--- config.mk ---
export PLATFORM = sky130hd
export DESIGN_NAME = cordic_ddc_rotator
export DESIGN_NICKNAME = d
export VERILOG_FILES = /design/src/rtl/cordic_ddc_pkg.sv /design/src/rtl/cddc_phase_acc.sv /design/src/rtl/cddc_quadrant.sv /design/src/rtl/cddc_iter_stage.sv /design/src/rtl/cordic_ddc_rotator.sv
export SDC_FILE = /design/constraint.sdc
export NUM_CORES = 2
export LEC_CHECK = 0
export BUFFER_PORTS_ARGS = -buffer_cell sky130_fd_sc_hd__buf_2
export CAP_MARGIN = 20
export CORE_UTILIZATION = 30
export DETAILED_ROUTE_END_ITERATION = 12
export SLEW_MARGIN = 10
export SYNTH_ARGS = -nofsm -noshare
export SYNTH_HDL_FRONTEND = slang
export SYNTH_SLANG_ARGS = --single-unit
--- constraint.sdc ---
create_clock -name clk -period 6.7 [get_ports clk]
set_clock_uncertainty 0.15 [all_clocks]
set_input_delay 1.34 -clock clk [delete_from_list [all_inputs] [get_ports clk]]
set_output_delay 1.34 -clock clk [all_outputs]
set_load 0.01 [all_outputs]
--- src/rtl/cordic_ddc_pkg.sv ---
package cordic_ddc_pkg;

  // Coarse pre-rotation chosen from the top two bits of the rounded phase.
  typedef enum logic [1:0] {
    QUAD_0   = 2'd0,
    QUAD_P90 = 2'd1,
    QUAD_180 = 2'd2,
    QUAD_M90 = 2'd3
  } quad_e;

  localparam real TURN_RAD = 6.283185307179586;

  // Angle of arctan(2^-k), in units where 2^aw is one full turn.
  function automatic int atan_units(input int k, input int aw);
    real r;
    r = $atan(1.0 / (2.0 ** k)) / TURN_RAD * (2.0 ** aw);
    return $rtoi(r + 0.5);
  endfunction

endpackage

--- src/rtl/cddc_phase_acc.sv ---
module cddc_phase_acc #(
  parameter int PW = 32
) (
  input  logic          clk,
  input  logic          rst,
  input  logic          adv,
  input  logic [PW-1:0] step,
  output logic [PW-1:0] phase
);

  always_ff @(posedge clk) begin
    if (rst) begin
      phase <= '0;
    end else if (adv) begin
      phase <= phase + step;
    end
  end

  // no accepted sample, no phase movement
  a_r3_hold_when_idle: assert property (@(posedge clk) disable iff (rst)
    !adv |=> $stable(phase));

  // each accepted sample moves the phase by the word it arrived with
  a_r2_advance: assert property (@(posedge clk) disable iff (rst)
    adv |=> phase == $past(phase) + $past(step));

endmodule

--- src/rtl/cddc_quadrant.sv ---
module cddc_quadrant
  import cordic_ddc_pkg::*;
#(
  parameter int DW = 16,
  parameter int PW = 32,
  parameter int AW = 24
) (
  input  logic                 clk,
  input  logic                 rst,
  input  logic                 v_in,
  input  logic signed [DW-1:0] i_in,
  input  logic signed [DW-1:0] q_in,
  input  logic [PW-1:0]        phase,
  output logic                 v_out,
  output logic signed [DW+1:0] x_out,
  output logic signed [DW+1:0] y_out,
  output logic signed [AW-1:0] z_out
);

  localparam int XW = DW + 2;
  localparam logic [PW-1:0] QOFF = PW'(1) << (PW - 3);
  localparam logic signed [AW-1:0] ZLIM = AW'(1) <<< (AW - 3);

  quad_e                 quad;
  logic [PW-1:0]         resid;
  logic signed [XW-1:0]  xi, yi, x_n, y_n;
  logic signed [AW-1:0]  z_n;

  always_comb begin
    quad  = quad_e'(2'((phase + QOFF) >> (PW - 2)));
    resid = phase - {quad, {(PW-2){1'b0}}};
    z_n   = AW'($signed(resid) >>> (PW - AW));
    xi    = {{2{i_in[DW-1]}}, i_in};
    yi    = {{2{q_in[DW-1]}}, q_in};
    unique case (quad)
      QUAD_0:   begin x_n = xi;  y_n = yi;  end
      QUAD_P90: begin x_n = -yi; y_n = xi;  end
      QUAD_180: begin x_n = -xi; y_n = -yi; end
      default:  begin x_n = yi;  y_n = -xi; end
    endcase
  end

  always_ff @(posedge clk) begin
    if (rst) v_out <= 1'b0;
    else     v_out <= v_in;
  end

  always_ff @(posedge clk) begin
    x_out <= x_n;
    y_out <= y_n;
    z_out <= z_n;
  end

  // leftover angle after the coarse step lies in [-1/8, +1/8) turn
  a_r1_residual_in_range: assert property (@(posedge clk) disable iff (rst)
    v_out |-> (z_out >= -ZLIM) && (z_out < ZLIM));

endmodule

--- src/rtl/cddc_iter_stage.sv ---
module cddc_iter_stage
  import cordic_ddc_pkg::*;
#(
  parameter int XW    = 18,
  parameter int AW    = 24,
  parameter int SHIFT = 0
) (
  input  logic                 clk,
  input  logic                 rst,
  input  logic                 v_in,
  input  logic signed [XW-1:0] x_in,
  input  logic signed [XW-1:0] y_in,
  input  logic signed [AW-1:0] z_in,
  output logic                 v_out,
  output logic signed [XW-1:0] x_out,
  output logic signed [XW-1:0] y_out,
  output logic signed [AW-1:0] z_out
);

  localparam logic signed [AW-1:0] STEP = AW'(atan_units(SHIFT, AW));
  localparam logic signed [XW-1:0] XLIM = XW'(3) <<< (XW - 3);

  logic                 turn_ccw;
  logic signed [XW-1:0] xs, ys, x_n, y_n;
  logic signed [AW-1:0] z_n;

  always_comb begin
    turn_ccw = ~z_in[AW-1];
    xs  = x_in >>> SHIFT;
    ys  = y_in >>> SHIFT;
    x_n = turn_ccw ? (x_in - ys) : (x_in + ys);
    y_n = turn_ccw ? (y_in + xs) : (y_in - xs);
    z_n = turn_ccw ? (z_in - STEP) : (z_in + STEP);
  end

  always_ff @(posedge clk) begin
    if (rst) v_out <= 1'b0;
    else     v_out <= v_in;
  end

  always_ff @(posedge clk) begin
    x_out <= x_n;
    y_out <= y_n;
    z_out <= z_n;
  end

  // growth stays well inside the widened path (no wrap)
  a_r7_no_overflow: assert property (@(posedge clk) disable iff (rst)
    v_out |-> (x_out < XLIM) && (x_out > -XLIM) && (y_out < XLIM) && (y_out > -XLIM));

endmodule

--- src/rtl/cordic_ddc_rotator.sv ---
module cordic_ddc_rotator
  import cordic_ddc_pkg::*;
#(
  parameter int DW   = 16,
  parameter int PW   = 32,
  parameter int ITER = 16,
  parameter int AW   = 24
) (
  input  logic                 clk,
  input  logic                 rst,
  input  logic                 in_valid,
  input  logic signed [DW-1:0] in_i,
  input  logic signed [DW-1:0] in_q,
  input  logic [PW-1:0]        freq_word,
  output logic                 out_valid,
  output logic signed [DW-1:0] out_i,
  output logic signed [DW-1:0] out_q
);

  localparam int XW = DW + 2;
  localparam logic signed [AW-1:0] ZTOL = AW'(4 * atan_units(ITER - 1, AW) + ITER);

  logic [PW-1:0]        phase;
  logic                 vs [ITER+1];
  logic signed [XW-1:0] xs [ITER+1];
  logic signed [XW-1:0] ys [ITER+1];
  logic signed [AW-1:0] zs [ITER+1];

  cddc_phase_acc #(.PW(PW)) u_phase (
    .clk   (clk),
    .rst   (rst),
    .adv   (in_valid),
    .step  (freq_word),
    .phase (phase)
  );

  cddc_quadrant #(.DW(DW), .PW(PW), .AW(AW)) u_quad (
    .clk   (clk),
    .rst   (rst),
    .v_in  (in_valid),
    .i_in  (in_i),
    .q_in  (in_q),
    .phase (phase),
    .v_out (vs[0]),
    .x_out (xs[0]),
    .y_out (ys[0]),
    .z_out (zs[0])
  );

  for (genvar g = 0; g < ITER; g++) begin : g_stage
    cddc_iter_stage #(.XW(XW), .AW(AW), .SHIFT(g)) u_iter (
      .clk   (clk),
      .rst   (rst),
      .v_in  (vs[g]),
      .x_in  (xs[g]),
      .y_in  (ys[g]),
      .z_in  (zs[g]),
      .v_out (vs[g+1]),
      .x_out (xs[g+1]),
      .y_out (ys[g+1]),
      .z_out (zs[g+1])
    );
  end

  always_ff @(posedge clk) begin
    if (rst) out_valid <= 1'b0;
    else     out_valid <= vs[ITER];
  end

  always_ff @(posedge clk) begin
    out_i <= DW'(xs[ITER] >>> (XW - DW));
    out_q <= DW'(ys[ITER] >>> (XW - DW));
  end

  // after the last micro-rotation only a tiny angle is left
  a_r1_converged: assert property (@(posedge clk) disable iff (rst)
    vs[ITER] |-> (zs[ITER] >= -ZTOL) && (zs[ITER] <= ZTOL));

endmodule

==> metrics.txt <==
status=finished, violations left; failing checks=DRC; ys async rst share=0%; Final Hold Viols=0; Avg WL per Cell=13.86 um; Worst Reg-to-Reg Cells=14; synth warn=0; fin crit share=63.91%; wl on met1=67,890 um; Layout Cells excl Fill=between 10,000 and 15,000; most frequent cells in the layout=dfxtp_1, ha_1, a21oi_1; Die ar.=228,900 sq um; EDFF count, synth=0; synthesis-stage register bit count=1,050; share of cells above drive strength 1=5.202%; CP Cell Sequence=or4_1, nor4b_1, nor2_1, xnor2_1, ha_1, a21o_1, a21o_1, a21o_1, a21o_1, or3_1, a211oi_1, o41a_1, o21bai_1, xnor2_1; critical path endpoint category=flip-flop; row count=174; Nets=8,942; overall die width=around 480 um; Most used DFF post-synth=dfxtp_1; cell depth of the worst hold path=0; CTS tree=yes; # setup viols final=0; post-DP HPWL=121,600 um; Post-Syn Nets=8,816; vias in the first global route=52,080; Initial Util=30.25%; largest net degree at the start of global routing=69; core region area=225,100 sq um; commonest non-fill, non-tap cell in the layout=dfxtp_1; Req. time, crit path=7.19 ns; max_slew headroom=35.97%; clk buf depth=3; Tmin final=4.282 ns; worst setup path class=flip-flop to flip-flop; Mapped Area=68,110 sq um; final setup TNS=0 ns; syn avg cell area=8.783 sq um; unrepaired setup endpoints after global routing=false; Hold-fix buffers, CTS=0; Filler cells=23,060; max-cap violation count=0; H-tree Lvls=3; Clk pin slew, worst setup/hold paths=0.06 ns; vias per inst=4.813; Max Slew Vio Count=0; sequential area share after synthesis=30.86%; Port-buffer cells=99; ANT nets after route=0; CP max-delay cell=nor4b_1; crit-path most repeated cell=a21o_1; clk sinks=between 1,000 and 1,500; area delta synth->final=11.88%; DRC violations left=6; total I/O pin count=100; Reg area=~21,000 sq um; Critical Path Source Type=flip-flop; multi-input logic area=44,860 sq um; drt initial violations=2,520; CP max FO=5; GR Util All Layers=roughly an eighth; DRT Wirelength=152,000 um; Critical R2R Launch=g_stage[1].u_iter.x_out[7]; actual slew at the worst max-slew pin=0.9593 ns; setup repair bufs after CTS=0; clock root buffer=clkbuf_16; Critical Path AT=about 4.8 ns; min-delay worst type=flip-flop to flip-flop; Num CTS Buffers=113; maximum clock frequency=233.6 MHz; GRT overflow=0; vias=52,800; RePlAce Congestion=0.8705; initial antenna violation count=3; met3 WL=between 4000 and 5000 um; slowest cell delay on critical path=between 0.7 and 0.8 ns; later-pin clock latency in the skew report=0.78 ns; r2r setup slk=2.42 ns; placed cells=10,760; worst hold start=g_stage[6].u_iter.z_out[0]; highest routed layer=met5; synthesized netlist cell count=7,754; die outline height=478.5 um; WL met2=73,900 um; post-cts gate resize count=0; worst hold path endpoint=g_stage[7].u_iter.z_out[0]; first-pass GRT wire length=between 200,000 and 300,000 um; Netlist cell types=85; Reg2Reg Capture Point=g_stage[2].u_iter.y_out[17]; first drt pass iteration count=12
[logic make-up (layout without fill, tap and decap cells)]
family	Yosys count	after routing	synth area share [%]
simple gates	2013	2013	14.14
other cells	0	1	0
compound gates	1995	1995	18.47
xor+xnor	1018	1018	13.09
fa+ha+maj	995	995	18.79
flops	1050	1050	30.86
mux	87	87	1.363
buf+inv	596	819	3.287
[Yosys cell counts, types with 19 or more instances]
| cell | instances | area share, % |
|---|---|---|
| a21oi_1 | 729 | 5.4 |
| nor3_1 | 239 | 1.8 |
| nor3b_1 | 19 | 0.21 |
| nand4_1 | 31 | 0.28 |
| and2_1 | 28 | 0.26 |
| nand2b_1 | 92 | 0.85 |
| a21o_1 | 250 | 2.8 |
| mux2i_1 | 59 | 0.87 |
| a31oi_1 | 72 | 0.66 |
| and3_1 | 66 | 0.61 |
| or3_1 | 63 | 0.58 |
| fa_1 | 46 | 1.4 |
| inv_1 | 485 | 2.7 |
| xor2_1 | 297 | 3.8 |
| nor4_1 | 43 | 0.39 |
| nor2_1 | 718 | 4.0 |
| o21ai_0 | 340 | 2.5 |
| o21a_1 | 88 | 0.97 |
| o2111ai_1 | 24 | 0.31 |
| or4_1 | 24 | 0.26 |
| o211ai_1 | 31 | 0.34 |
| mux2_2 | 25 | 0.41 |
| a211oi_1 | 66 | 0.73 |
| a21boi_0 | 27 | 0.30 |
| o21bai_1 | 107 | 1.2 |
| o31ai_1 | 28 | 0.31 |
| nor2b_1 | 136 | 1.2 |
| clkbuf_1 | 91 | 0.50 |
| nand2_1 | 342 | 1.9 |
| nand3_1 | 139 | 1.0 |
| o21ai_1 | 21 | 0.15 |
| or2_2 | 23 | 0.21 |
| a31o_2 | 24 | 0.31 |
| xnor2_1 | 721 | 9.3 |
| dfxtp_1 | 1050 | 31 |
| ha_1 | 949 | 17 |
| o41ai_1 | 29 | 0.37 |
[worst max path at each step]
stage                                       startpoint                           end  slack, ns  cells past startpoint
after global placement                    freq_word[2]             u_phase.phase[31]       2.26                     11
after detailed placement                  freq_word[2]             u_phase.phase[31]       2.40                     11
after floorplan                          freq_word[24]             u_phase.phase[31]       2.77                     11
after global routing      g_stage[12].u_iter.z_out[23]  g_stage[13].u_iter.y_out[16]       2.04                     11
after CTS                 g_stage[12].u_iter.z_out[23]  g_stage[13].u_iter.y_out[16]       2.43                     11
final                       g_stage[1].u_iter.x_out[7]   g_stage[2].u_iter.y_out[17]       2.42                     14
[worst max-delay path: cells and delay by family (launching register included)]
family                     cells  cell delay, ns
and+or+nand+nor                4            1.75
DFF                            1            0.34
xor gates and xnor gates       2            0.28
AOI/OAI and AO/OA              7            1.33
adders and majority gates      1            0.35
[flip-flops by register name (all words and copies together) (netlist names)]
signal and cells:
out_i 16, u_quad.v_out 1, u_quad.x_out 18, out_valid 1
u_phase.phase 32, g_stage.u_iter.x_out 285, u_quad.y_out 18, g_stage.u_iter.v_out 16
out_q 16, u_quad.z_out 24, g_stage.u_iter.y_out 286, g_stage.u_iter.z_out 337
[layout make-up]
cell class	count	share of cell area (%)
sequential	1050	27.59
clock buffer	147	4.169
clock inverter	65	1.209
antenna	1	0.003284
inverter	488	2.404
timing repair buffer	119	0.8473
tap	2992	4.913
multi-input combinational	6108	58.87
[per-stage QoR]
step                hold WS, ns  setup WS [ns]  cell area, sq um  utilization, %
detailed placement       0.1621          2.400             72100           32.03
CTS                      0.1659          2.435             76200           33.85
global route             0.1775          2.035             76200           33.85
global placement         0.1599          2.259             72100           32.03
finish                   0.1652          2.418             76200           33.85
floorplan                0.1596          2.772             68110               -
[metal layers]
layer,vias to the layer above,track usage (%)
met3,314,1.806
met5,-,0
li1,27680,-
met2,853,23.22
met4,2,4.991
met1,23950,15.29
Power is left out: the tool's default activity adds up to more than one toggle a clock period on the data nets, which glitch-free logic cannot reach.
